==> config.mk <==
export PLATFORM = sky130hd
export DESIGN_NAME = osc_telemetry
export DESIGN_NICKNAME = d
export VERILOG_FILES = /design/src/rtl/telem_pkg.sv /design/src/rtl/telem_bin2dec.sv /design/src/rtl/telem_uart_tx.sv /design/src/rtl/telem_heartbeat.sv /design/src/rtl/osc_telemetry.sv
export SDC_FILE = /design/constraint.sdc
export NUM_CORES = 1
export LEC_CHECK = 0
export ABC_CLOCK_PERIOD_IN_PS = 2700
export BUFFER_PORTS_ARGS = -buffer_cell sky130_fd_sc_hd__buf_2
export CORE_UTILIZATION = 50
export DETAILED_ROUTE_END_ITERATION = 10
export PLACE_DENSITY = 0.67
export SETUP_SLACK_MARGIN = 0.05
export SYNTH_ARGS = -nofsm -noshare
export SYNTH_HDL_FRONTEND = slang
export SYNTH_SLANG_ARGS = --single-unit
==> constraint.sdc <==
create_clock -name clk -period 2.7 [get_ports clk]
set_input_delay 0.27 -clock clk [delete_from_list [all_inputs] [get_ports clk]]
set_output_delay 0.27 -clock clk [all_outputs]
set_load 0.05 [all_outputs]
==> src/rtl/telem_pkg.sv <==
package telem_pkg;
    localparam int VAL_W    = 16;
    localparam int NUM_DIG  = 5;
    localparam int NUM_VALS = 3;
    localparam int LINE_LEN = NUM_DIG + 2;
    localparam int BCD_W    = 4 * NUM_DIG;

    localparam logic [7:0] ASC_ZERO = 8'h30;
    localparam logic [7:0] ASC_CR   = 8'h0D;
    localparam logic [7:0] ASC_LF   = 8'h0A;

    typedef enum logic [1:0] {
        SQ_IDLE,
        SQ_CONV,
        SQ_WAIT,
        SQ_CHAR
    } seq_state_e;
endpackage

==> src/rtl/telem_bin2dec.sv <==
module telem_bin2dec #(
    parameter int BIN_W = 16,
    parameter int DIG   = 5
) (
    input  logic               clk,
    input  logic               rst_n,
    input  logic               start_i,
    input  logic [BIN_W-1:0]   bin_i,
    output logic               done_o,
    output logic [4*DIG-1:0]   bcd_o
);
    localparam int BCD_W = 4 * DIG;
    localparam int CNT_W = $clog2(BIN_W + 1);

    typedef struct packed {
        logic             busy;
        logic             done;
        logic [CNT_W-1:0] cnt;
        logic [BIN_W-1:0] bin;
        logic [BCD_W-1:0] bcd;
    } b2d_t;

    b2d_t q, d;
    logic [BCD_W-1:0] adj;

    always_comb begin
        d      = q;
        d.done = 1'b0;
        adj    = q.bcd;
        // add three to every digit of five or more before shifting
        for (int k = 0; k < DIG; k++) begin
            if (adj[4*k +: 4] > 4'd4) begin
                adj[4*k +: 4] = adj[4*k +: 4] + 4'd3;
            end
        end
        if (start_i && !q.busy) begin
            d.busy = 1'b1;
            d.cnt  = CNT_W'(BIN_W);
            d.bin  = bin_i;
            d.bcd  = '0;
        end else if (q.busy) begin
            {d.bcd, d.bin} = {adj, q.bin} << 1;
            d.cnt          = q.cnt - 1'b1;
            if (q.cnt == CNT_W'(1)) begin
                d.busy = 1'b0;
                d.done = 1'b1;
            end
        end
    end

    always_ff @(posedge clk) begin
        if (!rst_n) begin
            q <= '0;
        end else begin
            q <= d;
        end
    end

    assign done_o = q.done;
    assign bcd_o  = q.bcd;
endmodule

==> src/rtl/telem_uart_tx.sv <==
module telem_uart_tx #(
    parameter int DIV = 434
) (
    input  logic       clk,
    input  logic       rst_n,
    input  logic       start_i,
    input  logic [7:0] data_i,
    output logic       busy_o,
    output logic       txd_o
);
    localparam int DIV_W    = $clog2(DIV + 1);
    localparam int FRAME_W  = 10;

    typedef struct packed {
        logic               busy;
        logic [3:0]         bitn;
        logic [DIV_W-1:0]   cnt;
        logic [FRAME_W-1:0] sh;
    } utx_t;

    utx_t q, d;

    always_comb begin
        d = q;
        if (!q.busy) begin
            if (start_i) begin
                d.busy = 1'b1;
                d.sh   = {1'b1, data_i, 1'b0};
                d.cnt  = DIV_W'(DIV - 1);
                d.bitn = '0;
            end
        end else if (q.cnt == '0) begin
            d.cnt = DIV_W'(DIV - 1);
            d.sh  = {1'b1, q.sh[FRAME_W-1:1]};
            if (q.bitn == 4'(FRAME_W - 1)) begin
                d.busy = 1'b0;
            end else begin
                d.bitn = q.bitn + 1'b1;
            end
        end else begin
            d.cnt = q.cnt - 1'b1;
        end
    end

    always_ff @(posedge clk) begin
        if (!rst_n) begin
            q <= '{busy: 1'b0, bitn: '0, cnt: '0, sh: '1};
        end else begin
            q <= d;
        end
    end

    assign busy_o = q.busy;
    assign txd_o  = q.busy ? q.sh[0] : 1'b1;
endmodule

==> src/rtl/telem_heartbeat.sv <==
module telem_heartbeat #(
    parameter int ON_CYC = 5_000_000
) (
    input  logic clk,
    input  logic rst_n,
    input  logic pps_i,
    output logic hb_o
);
    localparam int CNT_W = $clog2(ON_CYC + 1);

    typedef struct packed {
        logic             pps_q;
        logic [CNT_W-1:0] cnt;
    } hb_t;

    hb_t q, d;

    always_comb begin
        d       = q;
        d.pps_q = pps_i;
        if (pps_i && !q.pps_q) begin
            d.cnt = CNT_W'(ON_CYC);
        end else if (q.cnt != '0) begin
            d.cnt = q.cnt - 1'b1;
        end
    end

    always_ff @(posedge clk) begin
        if (!rst_n) begin
            q <= '0;
        end else begin
            q <= d;
        end
    end

    assign hb_o = (q.cnt != '0);
endmodule

==> src/rtl/osc_telemetry.sv <==
module osc_telemetry
    import telem_pkg::*;
#(
    parameter int BAUD_DIV  = 434,
    parameter int HB_ON_CYC = 5_000_000,
    parameter int DAC_W     = 18
) (
    input  logic             clk,
    input  logic             rst_n,
    input  logic             report_req,
    input  logic [VAL_W-1:0] phase_count,
    input  logic [DAC_W-1:0] dac_code,
    input  logic [2:0]       filt_mode,
    input  logic             unlocked,
    input  logic             deglitched,
    input  logic             pps,
    output logic             txd,
    output logic             heartbeat
);
    localparam int IDX_W = $clog2(NUM_VALS);
    localparam int CHR_W = $clog2(LINE_LEN);

    typedef struct packed {
        seq_state_e                       st;
        logic [IDX_W-1:0]                 val_idx;
        logic [CHR_W-1:0]                 chr_idx;
        logic [NUM_VALS-1:0][VAL_W-1:0]   snap;
        logic [NUM_VALS-1:0][VAL_W-1:0]   pend_vals;
        logic                             pend;
        logic [BCD_W-1:0]                 digits;
    } seq_t;

    seq_t q, d;

    logic             tx_busy;
    logic             tx_start;
    logic [7:0]       tx_byte;
    logic             conv_start;
    logic [VAL_W-1:0] conv_val;
    logic             conv_done;
    logic [BCD_W-1:0] conv_bcd;
    logic [VAL_W-1:0] status_val;
    logic [VAL_W-1:0] dac_top;
    logic             unused_dac_lsb;

    assign dac_top        = dac_code[DAC_W-1 -: VAL_W];
    assign unused_dac_lsb = ^dac_code[DAC_W-VAL_W-1:0];
    assign status_val     = VAL_W'(filt_mode)
                          + (unlocked   ? VAL_W'(100) : '0)
                          + (deglitched ? VAL_W'(10)  : '0);

    // character chosen by position within the current line
    always_comb begin
        if (q.chr_idx < CHR_W'(NUM_DIG)) begin
            tx_byte = ASC_ZERO + {4'b0000,
                      q.digits[4*(NUM_DIG-1-int'(q.chr_idx)) +: 4]};
        end else if (q.chr_idx == CHR_W'(NUM_DIG)) begin
            tx_byte = ASC_CR;
        end else begin
            tx_byte = ASC_LF;
        end
    end

    always_comb begin
        d          = q;
        tx_start   = 1'b0;
        conv_start = 1'b0;
        conv_val   = q.snap[q.val_idx];
        case (q.st)
            SQ_IDLE: begin
                if (q.pend) begin
                    d.snap    = q.pend_vals;
                    d.pend    = 1'b0;
                    d.val_idx = '0;
                    d.st      = SQ_CONV;
                end
            end
            SQ_CONV: begin
                conv_start = 1'b1;
                d.st       = SQ_WAIT;
            end
            SQ_WAIT: begin
                if (conv_done) begin
                    d.digits  = conv_bcd;
                    d.chr_idx = '0;
                    d.st      = SQ_CHAR;
                end
            end
            SQ_CHAR: begin
                if (!tx_busy) begin
                    tx_start = 1'b1;
                    if (q.chr_idx == CHR_W'(LINE_LEN - 1)) begin
                        if (q.val_idx == IDX_W'(NUM_VALS - 1)) begin
                            d.st = SQ_IDLE;
                        end else begin
                            d.val_idx = q.val_idx + 1'b1;
                            d.st      = SQ_CONV;
                        end
                    end else begin
                        d.chr_idx = q.chr_idx + 1'b1;
                    end
                end
            end
            default: d.st = SQ_IDLE;
        endcase
        // a new request always lands in the pending slot, newest wins
        if (report_req) begin
            d.pend_vals = {status_val, dac_top, phase_count};
            d.pend      = 1'b1;
        end
    end

    always_ff @(posedge clk) begin
        if (!rst_n) begin
            q <= '0;
        end else begin
            q <= d;
        end
    end

    telem_bin2dec #(
        .BIN_W (VAL_W),
        .DIG   (NUM_DIG)
    ) u_conv (
        .clk     (clk),
        .rst_n   (rst_n),
        .start_i (conv_start),
        .bin_i   (conv_val),
        .done_o  (conv_done),
        .bcd_o   (conv_bcd)
    );

    telem_uart_tx #(
        .DIV (BAUD_DIV)
    ) u_tx (
        .clk     (clk),
        .rst_n   (rst_n),
        .start_i (tx_start),
        .data_i  (tx_byte),
        .busy_o  (tx_busy),
        .txd_o   (txd)
    );

    telem_heartbeat #(
        .ON_CYC (HB_ON_CYC)
    ) u_hb (
        .clk   (clk),
        .rst_n (rst_n),
        .pps_i (pps),
        .hb_o  (heartbeat)
    );
endmodule

==> flow_summary.toml, run 1 <==
[drt]
drcViolationCount = 0
num_vias = 6770
avgRoutedWirePerCell_um = 13.5
antenna_left = 0
viasPerCell = 5.28
routed_wl_mm = 17.3
drt_first_pass_iters = 5
drt_iter0_drc = 303

[worst_hold_path]
min_to = "u_hb.q[23]"
hp-start = "pps"
min_path_cells = 2
hold_class = "input port to flop"

[clock_tree]
clk_pin_slew_worst_paths_ps = 70
htreeDepth = 4
clock_latency_ps = 430
ctsHoldBuffers = 0
cts_tree = "yes"
cts_max_path_buffers = 2
cts-root-buf = "clkbuf_16"
cts_setup_buffers = 0
cts_resized = 0
clock-sinks = 195
cts_buffers = 17

[grt]
grt_max_degree = 63
track_usage = 0.198
grt_pass1_wl_mm = 29.4
antenna_found_initial = 1
gr-total-overflow = 0
grt_pass1_vias = 6318

[timing]
hold_violations = 0
clock_skew_ps = 11.6
tightest_slew_ps = 779
setup_slack_ps = 289
setup_viol = 0
drv_slew = 0
finalCritPeriodShare = 0.893
fmax_mhz = 415
finalCriticalPeriod_ps = 2410
tns_ps = 0
max-slew-margin-rel = 0.478
rsz0062_at_grt = "no"

[logic_synthesis]
synth_area_um2 = 8930
yosysUniqueCellTypes = 67
syn_avg_cell_area_um2 = 8.71
postSynthNetCount = 1099
synth_top_area_frac = 0.437
synth_edf_count = 0
ys_seq_area_frac = 0.437
synth-main-ff-cell = "dfxtp_1"
synth_seq_cells = 195
synthTopCellsByArea = "dfxtp_1 (44%), mux2i_1 (7.8%), nand2_1 (6.6%)"
ys_warn_count = 0
synthArstFlopShare = 0
synth_top_cell_by_area = "dfxtp_1"
syn-instance-count = 1026

[flow_run]
cap_violations = 0

[power]
pwr_density_cell_nw_per_um2 = 804
leakage_nw = 3.76
p_sw_frac = 0.336
p_switching_w = 0.00268
ir_worst_vdd_uv = 534
p_clk_frac = 0.309
power_frac_seq = 0.437
p_int_w = 0.00530
combPwrFrac = 0.253

[final_layout]
drive_gt1_frac = 0.111
final_cell_mix = "dfxtp_1 (194), nand2_1 (156), nor2_1 (114), a21oi_1 (92), mux2i_1 (70)"
final_common_cell = "dfxtp_1"
final_nets = 1118
antenna_cells = 0
utilization = 0.572
area_growth_pct = 11.2
finalNonFillerCells = 1283

[place]
place_inst = 1251
post-place-ws_ps = 694
port_buffers = 42
gp_congestion = 0.780
hpwl_mm = 11.5

[setup_path]
slowest_delay_ps = 320
cp_num_buf_inv = 4
startpoint_type = "flop"
ff2ff_path_depth = 7
worstPathRequired_ps = 2430
r2r_end = "u_tx.q[1]"
crit_chain = "inv_1 -> ha_1 -> nor3b_2 -> buf_4 -> nand3b_1 -> nor2_2 -> inv_2 -> buf_2"
r2r_slack_ps = 690
crit_start = "u_hb.q[0]"
arrival_ps = 2140
critPathSlowestCell = "dfxtp_1"
crit_family = "simple AND/OR/NAND/NOR gates"
cp-end-kind = "output port"
criticalPathCategory = "flop to output port"
r2r-start = "u_tx.q[10]"
critPathMaxFanout = 6

[floorplan]
core_um2 = 17400
initial_core_util = 0.515
num_rows = 48
die-area_um2 = 18400
dieHeight_um = 136
ios = 45
die_w_um = 136

[run_status]
status = "complete, no violations"
per-layer routing:
layer	part of all wire	GRT usage
met1	0.50	0.263
met2	0.46	0.320
met3	0.023	0.0370
met4	0.013	0.0649
met5	0.00075	0
cells by family (layout without fill, tap and decap cells):
kind of cell,after synthesis,count (layout),synth area share
AOI/OAI and AO/OA,187,187,0.128
xor gates and xnor gates,33,33,0.0324
adders and majority gates,30,30,0.0429
buffers and inverters,94,126,0.0409
DFF,195,195,0.437
muxes,75,75,0.0898
and+or+nand+nor,412,412,0.229
cell usage after synthesis, types with 4 or more instances:
| cell type | instances |
|---|---|
| and3_1 | 5 |
| o21ai_0 | 24 |
| or3_1 | 10 |
| ha_1 | 29 |
| o21a_1 | 5 |
| nor2b_1 | 37 |
| buf_2 | 4 |
| nand3_1 | 7 |
| nand2b_1 | 10 |
| nand2_1 | 156 |
| xnor2_1 | 21 |
| nor4_4 | 4 |
| xor2_1 | 12 |
| a21oi_1 | 92 |
| dfxtp_1 | 195 |
| mux4_2 | 4 |
| inv_1 | 33 |
| and2_1 | 7 |
| a311oi_1 | 6 |
| buf_1 | 8 |
| nor3_1 | 13 |
| nor2_1 | 114 |
| a211oi_1 | 20 |
| o211ai_1 | 5 |
| nor3b_1 | 17 |
| mux2i_1 | 70 |
| clkbuf_1 | 47 |
| a21boi_0 | 5 |
| nand3b_1 | 8 |
per-stage QoR:
| step | instance area [um2] | hold slack, ps | total power [W] |
|---|---|---|---|
| 2_1_floorplan | 8930 | 392 | 0.00512 |
| 3_3_place_gp | 9350 | 432 | 0.00553 |
| 3_5_place_dp | 9350 | 432 | 0.00558 |
| 4_1_cts | 9930 | 43.5 | 0.00808 |
| 5_1_grt | 9930 | 57.0 | 0.00848 |
| 6_report | 9930 | 64.6 | 0.00798 |
area by class of cell:
class,instances,area [um2]
Fill cell,1546,7420
Multi-Input combinational cell,737,4660
Sequential cell,195,3910
Clock buffer,19,453
Timing Repair Buffer,60,370
Tap cell,225,282
Clock inverter,13,131
Inverter,34,128
state kept, by name, indices dropped and copies added (netlist names):
name,count
u_hb.q,24
u_conv.q,22
u_conv.bcd_o,20
u_tx.busy_o,1
q,104
u_tx.q,23
u_conv.done_o,1
worst max path at each step:
stage | cells after the start | to | slack, ps
after floorplan | 8 | u_hb.q[8] | 740
final | 8 | heartbeat | 290
after global placement | 9 | u_hb.q[8] | 720
after CTS | 8 | heartbeat | 240
after global routing | 8 | heartbeat | 130
after detailed placement | 7 | u_tx.q[3] | 690
power groups by stage:
stage / Clock [W] / Sequential, W / Combinational [W]
final: 0.00247 / 0.00349 / 0.00202
after floorplan: 0 / 0.00346 / 0.00165
after global routing: 0.00265 / 0.00354 / 0.00229
after CTS: 0.00255 / 0.00349 / 0.00205
after detailed placement: 0 / 0.00356 / 0.00203
after global placement: 0 / 0.00355 / 0.00198
(Power assumes the default switching activity.)
==> inputs of run 2 (changes only) <==
ABC_AREA = 1   (was unset)
==> flow_summary.toml, run 2 <==
[run_status]
status = "complete, no violations"

[clock_tree]
ctsHoldBuffers = 0
htreeDepth = 4
clock-sinks = 195
clock_latency_ps = 440
clk_pin_slew_worst_paths_ps = 70
cts-root-buf = "clkbuf_16"
cts_setup_buffers = 0
cts_buffers = 17
cts_resized = 0
cts_tree = "yes"
cts_max_path_buffers = 2

[worst_hold_path]
hold_class = "input port to flop"

[drt]
num_vias = 7582
drt_first_pass_iters = 4
routed_wl_mm = 18.5
drt_iter0_drc = 493
drcViolationCount = 0
avgRoutedWirePerCell_um = 12.5
viasPerCell = 5.10
antenna_left = 0

[setup_path]
crit_start = "u_hb.q[0]"
cp-end-kind = "output port"
r2r-start = "q[117]"
r2r_end = "u_tx.q[1]"
crit_end = "heartbeat"
path_depth = 6
cp_num_buf_inv = 2
criticalPathCategory = "flop to output port"
crit_chain = "inv_1 -> ha_1 -> nand3_1 -> nor2_1 -> nand3_1 -> buf_2"
arrival_ps = 1730
ff2ff_path_depth = 12
critPathSlowestCell = "dfxtp_1"
r2r_slack_ps = 800
crit_top_cell = "nand3_1"
slowest_delay_ps = 380
critPathMaxFanout = 7
startpoint_type = "flop"
crit_family = "buffers and inverters"
worstPathRequired_ps = 2430

[floorplan]
num_rows = 48
ios = 45
die_w_um = 136
die-area_um2 = 18500
initial_core_util = 0.516
core_um2 = 17400
dieHeight_um = 136

[timing]
drv_slew = 0
rsz0062_at_grt = "no"
fmax_mhz = 499
setup_slack_ps = 695
tns_ps = 0
setup_viol = 0
max-slew-margin-rel = 0.308
hold_violations = 0
clock_skew_ps = 8.71
tightest_slew_ps = 1040
finalCriticalPeriod_ps = 2000
finalCritPeriodShare = 0.743

[power]
leakage_nw = 4.35
ir_worst_vdd_uv = 537
pwr_density_cell_nw_per_um2 = 887

[flow_run]
cap_violations = 0

[grt]
use_met2 = 0.357
gr-total-overflow = 0
globalRouteMet1Util = 0.276
grt_max_degree = 75
track_usage = 0.216
antenna_found_initial = 0
grt_pass1_wl_mm = 32.1
top_usage_layer = "met2"
grt_pass1_vias = 6996
grt_use_met3 = 0.0515

[logic_synthesis]
postSynthNetCount = 1304
synth_top_cell_by_area = "dfxtp_1"
synth_seq_cells = 195
synth_common_cells = "nor2_1 (229), nand2_1 (200), dfxtp_1 (195)"
synth_top_area_frac = 0.434
synth-xor-area-share = 0.0273
synth-adder-area-share = 0.0426
synthSimpleGateAreaFrac = 0.230
syn-instance-count = 1231
synth-main-ff-cell = "dfxtp_1"
synthArstFlopShare = 0
synth_edf_count = 0
synth_area_um2 = 8990
yosysUniqueCellTypes = 49
syn_avg_cell_area_um2 = 7.30
ys_seq_area_frac = 0.434
synth_compound_area_frac = 0.176
synth_top_family_by_area = "simple AND/OR/NAND/NOR gates"
ys_warn_count = 0
yosys-mux-area-fraction = 0.00111
yosysMostFrequentCell = "nor2_1"
synthTopCellsByArea = "dfxtp_1 (43%), nor2_1 (9.6%), nand2_1 (8.4%)"

[final_layout]
antenna_cells = 0
area_growth_pct = 9.80
finalNonFillerCells = 1487
largest_register_ff_count = 104
final_nets = 1322
top_regs = "q: 104 flops, u_hb.q: 24 flops, u_tx.q: 23 flops"
drive_gt1_frac = 0.101
fillers = 1708
final_common_cell = "nor2_1"
top_register = "q"
final_cell_mix = "nor2_1 (229), nand2_1 (200), dfxtp_1 (195), o21ai_0 (133), inv_1 (124)"

[place]
hpwl_mm = 12.5
gp_congestion = 0.885
port_buffers = 42
post-place-ws_ps = 831
place_inst = 1455
run 2: cell count changes after synthesis, sizes merged, moves of 18 or more:
cell   delta
nor2    +119
nand3    +28
nor3b    -18
nand2    +50
inv     +101
nor2b    -37
mux2i    -69
o21ai   +112
run 2: how the worst min path moves through the flow:
stage              start          to  slack (ps)  cells after the start
2_1_floorplan        pps  u_hb.q[23]         360                      2
5_1_grt              pps  u_hb.q[23]          10                      3
6_report             pps  u_hb.q[23]          30                      3
4_1_cts              pps  u_hb.q[23]           7                      3
3_3_place_gp   u_tx.q[9]   u_tx.q[9]         430                      2
3_5_place_dp       q[81]       q[81]         440                      2
run 2: kinds of logic after synthesis:
kind of cell             count (synthesis)
AND/OR/NAND/NOR                        504
AO/OA/AOI/OAI                          281
flip-flops                             195
buffers and inverters                  192
adder cells (fa/ha/maj)                 30
XOR/XNOR                                28
multiplexers                             1
run 2: final cells by class:
cell class              instances  area [um2]  area share
clock inverters                13         120      0.0122
repair buffers                 55         308      0.0312
multi-input cells             844        4290       0.435
clock buffers                  19         453      0.0459
inverters                     136         515      0.0522
flip-flops and latches        195        3900       0.395
well taps                     225         282      0.0285
run 2: report_power, final:
group / internal (W) / switching (W)
sequential: 0.00334 / 0.000281
combinational: 0.000916 / 0.00178
clock: 0.00126 / 0.00118
total: 0.00552 / 0.00324
run 2: worst reg2reg max path, delay by kind of cell, from the launching register on:
family | cells | cell delay (ps)
adders and majority gates | 1 | 420
and+or+nand+nor | 9 | 770
DFF | 1 | 310
buffers and inverters | 2 | 360
run 2: layer usage:
metal	up-vias	routed length, um
met5	-	0
met4	0	250
met3	18	600
met2	107	8570
met1	3442	9120
li1	4015	-
run 2: per-stage QoR:
stage / instance area [um2] / util / hold WS (ps) / power (W)
after floorplan: 8990 / - / 363 / 0.00584
after global placement: 9300 / 0.534 / 427 / 0.00632
after detailed placement: 9300 / 0.534 / 442 / 0.00639
after CTS: 9870 / 0.567 / 7.31 / 0.00887
after global routing: 9870 / 0.567 / 10.1 / 0.00942
final: 9870 / 0.567 / 27.2 / 0.00876
==> inputs of run 3 (changes only) <==
ABC_CLOCK_PERIOD_IN_PS = 1600   (was 2700)
PLACE_DENSITY = 0.7   (was 0.67)
clock period = 1.6 ns   (was 2.7 ns; I/O delays follow)
==> flow_summary.toml, run 3 (synthesized netlist as in run 2, its figures left out) <==
[grt]
gr-total-overflow = 0
grt_use_met3 = 0.0377
track_usage = 0.228
grt_max_degree = 104
top_usage_layer = "met2"
use_met2 = 0.385
antenna_found_initial = 0
grt_pass1_vias = 7633
globalRouteMet1Util = 0.290
grt_pass1_wl_mm = 34.3

[flow_run]
cap_violations = 0

[power]
leakage_nw = 4.89
ir_worst_vdd_uv = 1090
pwr_density_cell_nw_per_um2 = 1470

[setup_path]
startpoint_type = "flop"
critPathMaxFanout = 4
ff2ff_path_depth = 11
worstPathRequired_ps = 1440
arrival_ps = 1470
r2r_slack_ps = 80
cp-end-kind = "output port"
criticalPathCategory = "flop to output port"

[clock_tree]
clk_pin_slew_worst_paths_ps = 80
cts_buffers = 17
cts_tree = "yes"
clock_latency_ps = 450
cts-root-buf = "clkbuf_16"
clock-sinks = 195
cts_max_path_buffers = 2
htreeDepth = 4

[final_layout]
utilization = 0.637
antenna_cells = 0
area_growth_pct = 23.5
drive_gt1_frac = 0.189
largest_register_ff_count = 104
final_common_cell = "nor2_1"
top_regs = "q: 104 flops, u_hb.q: 24 flops, u_tx.q: 23 flops"
top_register = "q"
final_nets = 1416
final_cell_mix = "nor2_1 (212), nand2_1 (193), dfxtp_1 (178), o21ai_0 (130), inv_1 (115)"

[run_status]
violations = "setup timing"
status = "finished, violations left"

[timing]
finalCritPeriodShare = 1.02
whs_ps = 23.0
hold_violations = 0
max-slew-margin-rel = 0.720
setup_viol = 1
tightest_slew_ps = 418
drv_slew = 0
rsz0062_at_grt = "yes"
finalCriticalPeriod_ps = 1630
clock_skew_ps = 13.0
setup_slack_ps = -33.0
fmax_mhz = 612

[place]
gp_congestion = 0.898
port_buffers = 42
post-place-ws_ps = -35.3
hpwl_mm = 12.7

[drt]
drcViolationCount = 0
viasPerCell = 5.10
drt_iter0_drc = 388
drt_first_pass_iters = 5
num_vias = 8058
routed_wl_mm = 20.1
antenna_left = 0
avgRoutedWirePerCell_um = 12.7

[worst_hold_path]
min_path_cells = 3
hold_class = "input port to flop"

[floorplan]
die_w_um = 136
core_um2 = 17400
initial_core_util = 0.516
die-area_um2 = 18500
ios = 45
dieHeight_um = 136
num_rows = 48
[run 3: changes by cell type in the layout (fill, tap and decap cells not counted), sizes merged]
cell / change
buf: +60
clkbuf: -2
clkinv: +5
clkinvlp: -3
dlygate4sd3: +34
[run 3: critical path: stages, from the launching register on]
cell and delay [ps]:
dfxtp_2 350, nor2_4 120, nand2_2 90, nor3_2 170
nand3_2 120, buf_8 170
[run 3: per-layer routing]
| layer | up-vias | wire length, um |
|---|---|---|
| met3 | 35 | 522 |
| li1 | 4202 | - |
| met5 | - | 0 |
| met1 | 3704 | 9530 |
| met2 | 117 | 9640 |
| met4 | 0 | 430 |
[run 3: worst paths after layout]
path,end,from
max,heartbeat,u_hb.q[19]
min,q[59],unlocked
max reg2reg,u_hb.q[22],u_hb.q[11]
min reg2reg,u_tx.q[9],u_tx.q[9]
[run 3: where the power goes]
part / internal (W) / switching, W
clock: 0.00215 / 0.00224
sequential: 0.00565 / 0.000543
combinational: 0.00236 / 0.00338
[run 3: through the flow]
stage	setup TNS (ps)	power, W	cells	instance area [um2]
after detailed placement	-35.3	0.0112	1488	9640
after floorplan	0	0.00991	1231	9010
final	-33.0	0.0163	1581	11100
after global placement	0	0.0111	1488	9640
after global routing	-183	0.0174	1581	11100
after CTS	-34.5	0.0158	1569	10800
[run 3: repair_timing]
action	CTS	global route
gates resized for setup	31	66
pin swaps	11	27
setup endpoints to repair	5	76
endpoints found under the hold margin	34	0
buffers inserted	15	13
hold buffers	34	0
[run 3: layout make-up]
cell class,instances,area [um2]
fill,1506,6320
clock buffer,17,425
clock inverter,15,201
multi-input combinational,844,4550
inverter,136,520
tap,225,282
timing repair buffer,149,1190
sequential,195,3930
